--- src/rtl/excl_mon_pkg.sv ---
package excl_mon_pkg;

  typedef enum logic [1:0] {
    K_STORE = 2'b00,
    K_LDEX  = 2'b01,
    K_STEX  = 2'b10,
    K_CLEAR = 2'b11
  } req_kind_e;

  typedef enum logic {
    MON_OPEN = 1'b0,
    MON_EXCL = 1'b1
  } mon_state_e;

  typedef enum logic [1:0] {
    V_NONE = 2'b00,
    V_PASS = 2'b01,
    V_FAIL = 2'b10,
    V_FWD  = 2'b11
  } verdict_e;

  // Granule index of a byte address: drop the offset bits inside the granule.
  function automatic logic [63:0] granule_idx(input logic [63:0] a, input int lg);
    return a >> lg;
  endfunction

  // Outcome of a store-exclusive given state, tag comparison and shared flag.
  function automatic verdict_e judge_stex(input mon_state_e st, input logic tag_hit,
                                          input logic shared);
    if (st == MON_OPEN) return V_FAIL;
    if (!tag_hit)       return V_FAIL;
    if (shared)         return V_FWD;
    return V_PASS;
  endfunction

endpackage

--- src/rtl/excl_mon_track.sv ---
module excl_mon_track
  import excl_mon_pkg::*;
#(
  parameter int TAG_W = 29
) (
  input  logic             clk,
  input  logic             rst_n,
  input  logic             load_ev,
  input  logic             close_ev,
  input  logic [TAG_W-1:0] ld_tag,
  output mon_state_e       state,
  output logic [TAG_W-1:0] tag
);

  mon_state_e       state_q;
  logic [TAG_W-1:0] tag_q;

  always_ff @(posedge clk or negedge rst_n) begin
    if (!rst_n) begin
      state_q <= MON_OPEN;
      tag_q   <= '0;
    end else if (close_ev) begin
      state_q <= MON_OPEN;
    end else if (load_ev) begin
      state_q <= MON_EXCL;
      tag_q   <= ld_tag;
    end
  end

  assign state = state_q;
  assign tag   = tag_q;


  ld_excl_chk: assert property (@(posedge clk) disable iff (!rst_n)
    (load_ev && !close_ev) |=> (state == MON_EXCL && tag == $past(ld_tag)));


  close_open_chk: assert property (@(posedge clk) disable iff (!rst_n)
    close_ev |=> (state == MON_OPEN));

endmodule

--- src/rtl/excl_mon_judge.sv ---
module excl_mon_judge
  import excl_mon_pkg::*;
#(
  parameter int TAG_W = 29
) (
  input  mon_state_e       state,
  input  logic [TAG_W-1:0] held_tag,
  input  logic [TAG_W-1:0] req_tag,
  input  logic             shared,
  output logic             tag_hit,
  output verdict_e         verdict
);

  always_comb begin
    tag_hit = (held_tag == req_tag);
    verdict = judge_stex(state, tag_hit, shared);
  end

endmodule

--- src/rtl/excl_mon_fwd.sv ---
module excl_mon_fwd #(
  parameter int ADDR_W = 32
) (
  input  logic              clk,
  input  logic              rst_n,
  input  logic              launch,
  input  logic [ADDR_W-1:0] launch_addr,
  input  logic              rsp_valid,
  input  logic              rsp_fail,
  output logic              pending,
  output logic [ADDR_W-1:0] fwd_addr,
  output logic              done,
  output logic              done_fail
);

  logic              pend_q;
  logic [ADDR_W-1:0] addr_q;

  always_ff @(posedge clk or negedge rst_n) begin
    if (!rst_n) begin
      pend_q <= 1'b0;
      addr_q <= '0;
    end else if (pend_q) begin
      if (rsp_valid) pend_q <= 1'b0;
    end else if (launch) begin
      pend_q <= 1'b1;
      addr_q <= launch_addr;
    end
  end

  assign pending   = pend_q;
  assign fwd_addr  = addr_q;
  assign done      = pend_q && rsp_valid;
  assign done_fail = rsp_fail;


  hold_req_chk: assert property (@(posedge clk) disable iff (!rst_n)
    (pending && !rsp_valid) |=> (pending && $stable(fwd_addr)));


  no_relaunch_chk: assert property (@(posedge clk) disable iff (!rst_n)
    launch |-> !pending);

endmodule

--- src/rtl/excl_mon_top.sv ---
module excl_mon_top
  import excl_mon_pkg::*;
#(
  parameter int ADDR_W     = 32,
  parameter int GRANULE_LG = 3
) (
  input  logic              clk,
  input  logic              rst_n,
  input  logic              req_valid,
  input  logic [1:0]        req_kind,
  input  logic [ADDR_W-1:0] req_addr,
  input  logic              req_shared,
  output logic              busy,
  output logic              stat_valid,
  output logic              stat_fail,
  output logic              ext_req_valid,
  output logic [ADDR_W-1:0] ext_req_addr,
  input  logic              ext_rsp_valid,
  input  logic              ext_rsp_fail
);

  localparam int TAG_W = ADDR_W - GRANULE_LG;

  req_kind_e        kind;
  logic             accept;
  logic             is_ldex, is_stex, is_clear, is_store;
  logic [TAG_W-1:0] req_tag;
  mon_state_e       state;
  logic [TAG_W-1:0] held_tag;
  logic             tag_hit;
  verdict_e         verdict;
  logic             pending, fwd_done, fwd_fail;
  logic             launch, local_done, local_fail;
  logic             sv_q, sf_q;

  assign kind     = req_kind_e'(req_kind);
  assign accept   = req_valid && !pending;
  assign is_ldex  = accept && kind == K_LDEX;
  assign is_stex  = accept && kind == K_STEX;
  assign is_clear = accept && kind == K_CLEAR;
  assign is_store = accept && kind == K_STORE;
  assign req_tag  = TAG_W'(granule_idx(64'(req_addr), GRANULE_LG));

  excl_mon_track #(.TAG_W(TAG_W)) u_track (
    .clk      (clk),
    .rst_n    (rst_n),
    .load_ev  (is_ldex),
    .close_ev (is_stex || is_clear),
    .ld_tag   (req_tag),
    .state    (state),
    .tag      (held_tag)
  );

  excl_mon_judge #(.TAG_W(TAG_W)) u_judge (
    .state    (state),
    .held_tag (held_tag),
    .req_tag  (req_tag),
    .shared   (req_shared),
    .tag_hit  (tag_hit),
    .verdict  (verdict)
  );

  assign launch     = is_stex && verdict == V_FWD;
  assign local_done = is_stex && verdict != V_FWD;
  assign local_fail = verdict == V_FAIL;

  excl_mon_fwd #(.ADDR_W(ADDR_W)) u_fwd (
    .clk         (clk),
    .rst_n       (rst_n),
    .launch      (launch),
    .launch_addr (req_addr),
    .rsp_valid   (ext_rsp_valid),
    .rsp_fail    (ext_rsp_fail),
    .pending     (pending),
    .fwd_addr    (ext_req_addr),
    .done        (fwd_done),
    .done_fail   (fwd_fail)
  );

  always_ff @(posedge clk or negedge rst_n) begin
    if (!rst_n) begin
      sv_q <= 1'b0;
      sf_q <= 1'b0;
    end else begin
      sv_q <= fwd_done || local_done;
      sf_q <= fwd_done ? fwd_fail : (local_done && local_fail);
    end
  end

  assign stat_valid    = sv_q;
  assign stat_fail     = sf_q;
  assign busy          = pending;
  assign ext_req_valid = pending;


  open_fail_chk: assert property (@(posedge clk) disable iff (!rst_n)
    (is_stex && state == MON_OPEN) |=> (stat_valid && stat_fail));


  local_pass_chk: assert property (@(posedge clk) disable iff (!rst_n)
    (is_stex && state == MON_EXCL && tag_hit && !req_shared) |=> (stat_valid && !stat_fail));


  miss_fail_chk: assert property (@(posedge clk) disable iff (!rst_n)
    (is_stex && !tag_hit) |=> (stat_valid && stat_fail && !busy));


  ext_verdict_chk: assert property (@(posedge clk) disable iff (!rst_n)
    (pending && ext_rsp_valid) |=> (stat_valid && stat_fail == $past(ext_rsp_fail) && !busy));


  clear_open_chk: assert property (@(posedge clk) disable iff (!rst_n)
    is_clear |=> (state == MON_OPEN));


  store_keep_chk: assert property (@(posedge clk) disable iff (!rst_n)
    is_store |=> ($stable(state) && $stable(held_tag) && !stat_valid));


  stray_rsp_chk: assert property (@(posedge clk) disable iff (!rst_n)
    (!pending && ext_rsp_valid && !is_stex) |=> !stat_valid);

endmodule

--- config.mk ---
export PLATFORM = sky130hd
export DESIGN_NAME = excl_mon_top
export DESIGN_NICKNAME = d
export VERILOG_FILES = /design/src/rtl/excl_mon_pkg.sv /design/src/rtl/excl_mon_track.sv /design/src/rtl/excl_mon_judge.sv /design/src/rtl/excl_mon_fwd.sv /design/src/rtl/excl_mon_top.sv
export SDC_FILE = /design/constraint.sdc
export NUM_CORES = 1
export LEC_CHECK = 0
export BUFFER_PORTS_ARGS = -buffer_cell sky130_fd_sc_hd__buf_2
export CAP_MARGIN = 0
export CORE_UTILIZATION = 55
export DETAILED_ROUTE_END_ITERATION = 12
export PLACE_DENSITY = 0.82
export SETUP_SLACK_MARGIN = 0.4
export SYNTH_ARGS = -nofsm -noshare
export SYNTH_HDL_FRONTEND = slang
export SYNTH_HIERARCHICAL = 1
export SYNTH_SLANG_ARGS = --single-unit
--- constraint.sdc ---
create_clock -name clk -period 7.1 [get_ports clk]
set_input_delay 0.355 -clock clk [delete_from_list [all_inputs] [get_ports clk]]
set_output_delay 0.355 -clock clk [all_outputs]
set_load 0.005 [all_outputs]
==> impl_results.md, run 1 <==
- Die H: 76.2 microns
- Worst setup startpoint: u_track/tag[27]$_DFFE_PN0P_
- Met1 WL: 2420 microns
- DIE WIDTH: 76.2 microns
- Period utilization: 0.467
- DR pass1 iterations: 4
- Number of port buffers: 75
- Largest net degree at the start of global routing: 66
- Final non-filler cell total: 345
- Core area: 0.00520 sq mm
- Synth Cell Area: 0.00303 sq mm
- Initial antenna violation count: 0
- Area grow syn2layout: 18.7%
- Pleak: 1.82 nW
- Final Hold Vio Count: 0
- Switching share of power: 0.231
- Clk_lat worst skew: 0.33 ns
- Max-slew violations: 0
- # placed instances: 329
- Total GRT Usage: 0.200
- Unrepaired setup endpoints after global routing: false
- Routed len/inst: 15.1 microns
- Worst setup path endpoint: u_fwd/fwd_addr[27]$_DFFE_PN0P_
- Hold Buf Count CTS: 0
- Post-CTS Setup Bufs: 0
- Clock Tree Buf Depth: 2
- # setup viols final: 0
- Routed WL: 5220 microns
- Post-cts sizing count: 0
- Routed vias/inst: 5.10
- Clk sinks: 65
- Fill cell count: 372
- Cells after synthesis: 191
- Yosys Warn Count: 6
- Slew HR: 0.344
- Top Layer Used: met4
- Wire length on met2: 2490 microns
- Hold_ws: 0.191 ns
- Row count: 26
- Total grt overflow: 0
- Die ar.: 0.00581 sq mm
- R2R Path End: u_fwd/fwd_addr[27]$_DFFE_PN0P_
- Outcome: completed
- Num CTS Buffers: 9
- Crit end category: register
- First-pass GRT wire length: 8950 microns
- Max Cap Violations: 0
- Share of total power in sequential cells: 0.501
- Via count: 1760
- CP arrival: 3.53 ns
- Max IR drop VDD: 0.168 mV
- Syn_nets: 231
- Clk network pwr share: 0.372
- Startpoint Class: register
- Internal power: 0.664 mW
- Worst-path clk slew: 0.07 ns
- DR DRC count: 0
- Register Area: 0.00163 sq mm
- Pwr Density: 240 mW/mm^2
- Crit-path max FO: 18
- Detail Route Antenna Nets: 0
- Initial drt markers: 66
- Crit path required time: 7.32 ns
- Post-Route Skew: 0.00731 ns
- Setup TNS: 0 ns
- Reg2Reg Depth: 8
- Nets: 310
- Worst slew pin tran: 0.982 ns
- Reg2reg start: u_track/tag[27]$_DFFE_PN0P_
- Synthesized area per cell: 15.9 sq um
- H-tree Lvls: 3
- Multi-input logic area: 0.00129 sq mm
- DP HPWL: 3620 microns
- Fmax: 0.301 GHz
- Fin crit period: 3.32 ns
- Vias in the first global route: 1842
- Total power: 0.864 mW
- CTS tree: done
- IO Count: 76
- NetSw: 0.199 mW
- CTS root buf: clkbuf_8
- Routed wl met3: 204 microns
- HP Class: primary input to async pin
- GPL Wtd Cong: 0.753
- Kind of critical path: register to register
- Logic pwr share: 0.128
- Worst R2R Setup Slack: 3.78 ns
- Ant diodes: 0
- Initial core utilization: 0.582
- Layout cell share with drive strength beyond 1: 0.575
- Final Util: 0.691
## sequential cells by signal (all words and copies together), names as in the netlist
| signal | flops |
|---|---|
| u_fwd/fwd_addr | 32 |
| u_track/tag | 29 |
| stat_fail | 1 |
| stat_valid | 1 |
| u_fwd/pending | 1 |
| u_track/state | 1 |
## layout make-up
class,count,area share
timing repair buffer,77,0.108
clock buffer,14,0.0480
tap,70,0.0243
sequential,65,0.452
multi-input combinational,117,0.357
clock inverter,2,0.00974
## worst max-delay path, cell delays in order, from the launching register on
cell     delay, ns
dfrtp_1       0.39
xor2_1        0.15
nor4_1        0.40
nand4_1       0.19
nor4_1        0.44
and3_2        0.28
nor2b_4       0.54
buf_4         0.42
mux2_2        0.38
## stage by stage
stage | setup WS (ns) | instance area, sq um
final | 3.78 | 3600
after global routing | 3.44 | 3600
after CTS | 3.75 | 3600
after detailed placement | 3.67 | 3390
after global placement | 3.74 | 3390
after floorplan | 4.66 | 3030
## power by group through the flow
stage | clock network (mW) | registers, mW | logic, mW
after floorplan | 0 | 0.434 | 0.0786
after global placement | 0 | 0.437 | 0.108
after detailed placement | 0 | 0.440 | 0.111
after CTS | 0.330 | 0.433 | 0.112
after global routing | 0.345 | 0.437 | 0.123
final | 0.321 | 0.433 | 0.110
## cell usage in the layout, fill, tap and decap left out, drive strengths merged
| cell type | instances |
|---|---|
| nand3 | 1 |
| or4 | 1 |
| buf | 77 |
| and4bb | 2 |
| mux2 | 61 |
| clkbuf | 14 |
| nand4 | 3 |
| xor2 | 20 |
| dfrtp | 65 |
| bufinv | 1 |
| a21o | 1 |
| nor2b | 2 |
| nand2 | 1 |
| clkinv | 1 |
| nand4b | 1 |
| nor4 | 6 |
| nor2 | 5 |
| and3 | 1 |
| a32o | 1 |
| xnor2 | 9 |
| and2 | 1 |
| and3b | 1 |
## routing by layer
layer	up-vias	global-route usage
met4	0	0.100
met3	8	0.0419
li1	831	-
met1	872	0.274
met5	-	0
met2	49	0.303
## worst min-delay path by stage
stage	start	to	slack, ns	depth (start not counted)
after floorplan	rst_n	stat_fail$_DFF_PN0_	0.06	0
after global placement	u_fwd/fwd_addr[12]$_DFFE_PN0P_	u_fwd/fwd_addr[12]$_DFFE_PN0P_	0.49	1
after detailed placement	u_fwd/fwd_addr[16]$_DFFE_PN0P_	u_fwd/fwd_addr[16]$_DFFE_PN0P_	0.49	1
after CTS	rst_n	u_track/tag[20]$_DFFE_PN0P_	0.22	2
after global routing	req_addr[1]	u_fwd/fwd_addr[1]$_DFFE_PN0P_	0.25	2
final	rst_n	u_track/tag[12]$_DFFE_PN0P_	0.19	2
(Power assumes the default switching activity.)
==> run 2: changes to the inputs <==
--- a/config.mk
+++ b/config.mk
@@ -7,9 +7,9 @@
 export LEC_CHECK = 0
 export BUFFER_PORTS_ARGS = -buffer_cell sky130_fd_sc_hd__buf_2
 export CAP_MARGIN = 0
-export CORE_UTILIZATION = 55
+export CORE_UTILIZATION = 48
 export DETAILED_ROUTE_END_ITERATION = 12
-export PLACE_DENSITY = 0.82
+export PLACE_DENSITY = 0.76
 export SETUP_SLACK_MARGIN = 0.4
 export SYNTH_ARGS = -nofsm -noshare
 export SYNTH_HDL_FRONTEND = slang
==> constraint.sdc (replaced) <==
create_clock -name clk -period 2.9 [get_ports clk]
set_input_delay 0.145 -clock clk [delete_from_list [all_inputs] [get_ports clk]]
set_output_delay 0.145 -clock clk [all_outputs]
set_load 0.005 [all_outputs]
==> run 2 against run 1 <==
Compared with the run above: largest cell class unchanged; clock skew is 0.0043 ns lower; sequential power is 140% higher; largest power group unchanged; critical path type unchanged; core utilization is 7.9 points lower; clock-buffer cell count is 4 lower; flip-flop and latch count stayed put; worst setup slack worse by 3.4 ns; die area is 14% higher.
==> impl_results.md, run 2 (synthesis results as in run 1) <==
- Vias in the first global route: 1769
- Row count: 28
- Post-Route Skew: 0.00298 ns
- Max Cap Violations: 0
- Final Hold Vio Count: 0
- Crit end category: register
- DIE WIDTH: 81.5 microns
- Pwr Density: 560 mW/mm^2
- Layout cell share with drive strength beyond 1: 0.596
- Ant diodes: 0
- # setup viols final: 0
- Routed wl met3: 217 microns
- Initial core utilization: 0.506
- CP arrival: 2.76 ns
- Max reg flops: 32
- Clock Tree Buf Depth: 2
- Max IR drop VDD: 0.341 mV
- Dpl ws: 0.193 ns
- GPL Wtd Cong: 0.687
- Die H: 81.5 microns
- Total grt overflow: 0
- Period utilization: 0.879
- DR DRC count: 0
- Fmax: 0.392 GHz
- Kind of critical path: register to register
- Core area: 0.00599 sq mm
- Routed len/inst: 14.9 microns
- Met1 WL: 2530 microns
- Largest net degree at the start of global routing: 30
- Wire length on met2: 2490 microns
- Initial drt markers: 54
- Outcome: completed
- CTS root buf: clkbuf_8
- Top Layer Used: met4
- Crit path required time: 3.11 ns
- Clk_lat worst skew: 0.33 ns
- Via count: 1774
- Commonest non-fill, non-tap cell in the layout: buf_2
- H-tree Lvls: 3
- Pleak: 1.85 nW
- Worst-path clk slew: 0.06 ns
- Clk sinks: 65
- Max-slew violations: 0
- Crit-path max FO: 19
- Die ar.: 0.00663 sq mm
- Setup TNS: 0 ns
- IO Count: 76
- Number of port buffers: 75
- Detail Route Antenna Nets: 0
- Slew HR: 0.560
- CTS tree: done
- Fin crit period: 2.55 ns
- Total GRT Usage: 0.176
- First-pass GRT wire length: 8510 microns
- Routed WL: 5300 microns
- Routed vias/inst: 5.00
- Worst slew pin tran: 0.659 ns
- Most frequent cells in the layout: 75 x buf_2, 65 x dfrtp_1, 40 x mux2_4
- HP Class: primary input to register
- Final Util: 0.613
- Area grow syn2layout: 21.1%
- DR pass1 iterations: 4
- Num CTS Buffers: 9
- Initial antenna violation count: 0
- DP HPWL: 3830 microns
- Nets: 317
- Final WS setup: 0.351 ns
- Startpoint Class: register
- Fill cell count: 487
- Unrepaired setup endpoints after global routing: true
## run 2: cell count changes in the layout (fill, tap and decap cells not counted), sizes merged
cell / delta
buf: +6
dlygate4sd3: +1
clkbuf: -4
clkinv: +2
## run 2: cell type report
type,instances,area [sq um],area share
flip-flops and latches,65,1630,0.443
multi-input cells,117,1300,0.355
clock inverters,4,45.0,0.0123
clock buffers,10,138,0.0375
well taps,75,93.8,0.0256
repair buffers,84,465,0.127
## run 2: stage by stage
stage                     hold slack (ns)  total power [mW]  instance area, sq um  std cells
after global placement             0.0977              1.34                  3450        339
final                              0.0400              2.06                  3670        355
after floorplan                    -0.151              1.25                  3030        191
after global routing               0.0366              2.16                  3670        355
after CTS                          0.0297              2.09                  3670        355
after detailed placement           0.0994              1.35                  3450        339
## run 2: critical path, stage by stage (launching register included)
cell     delay [ns]
dfrtp_1        0.39
xor2_1         0.15
nor4_1         0.30
nand4_1        0.21
or4_4          0.55
and3_2         0.20
nor2b_4        0.14
buf_12         0.17
mux2_4         0.30
## run 2: path summary, 6_finish.rpt
path	cells past startpoint	startpoint	slack (ns)	to
setup reg to reg	8	u_track/tag[24]$_DFFE_PN0P_	0.35	u_fwd/fwd_addr[30]$_DFFE_PN0P_
hold / removal	2	req_addr[0]	0.04	u_fwd/fwd_addr[0]$_DFFE_PN0P_
min in group asynchronous	2	rst_n	0.28	u_fwd/fwd_addr[13]$_DFFE_PN0P_
hold reg to reg	1	u_fwd/fwd_addr[20]$_DFFE_PN0P_	0.51	u_fwd/fwd_addr[20]$_DFFE_PN0P_
setup / recovery	8	u_track/tag[24]$_DFFE_PN0P_	0.35	u_fwd/fwd_addr[30]$_DFFE_PN0P_
max in group asynchronous	3	rst_n	1.90	u_track/tag[20]$_DFFE_PN0P_
## run 2: report_power, final
group | internal [mW] | leakage, nW | total (mW) | switching (mW)
registers | 0.997 | 0.846 | 1.06 | 0.0604
clock network | 0.406 | 0.0978 | 0.718 | 0.313
logic | 0.166 | 0.911 | 0.280 | 0.114
## run 2: repair_timing
action | in CTS | in global routing
gates resized for setup | 5 | 0
endpoints found under the setup margin | 32 | 32
pin swaps | 5 | 4
hold buffers | 1 | 0
hold endpoints to repair | 16 | 0
buffers inserted | 1 | 0
## run 2: routing by layer
metal | GRT usage | vias to the layer above
met1 | 0.237 | 882
li1 | - | 837
met4 | 0.0589 | 0
met2 | 0.272 | 49
met5 | 0 | -
met3 | 0.0511 | 6
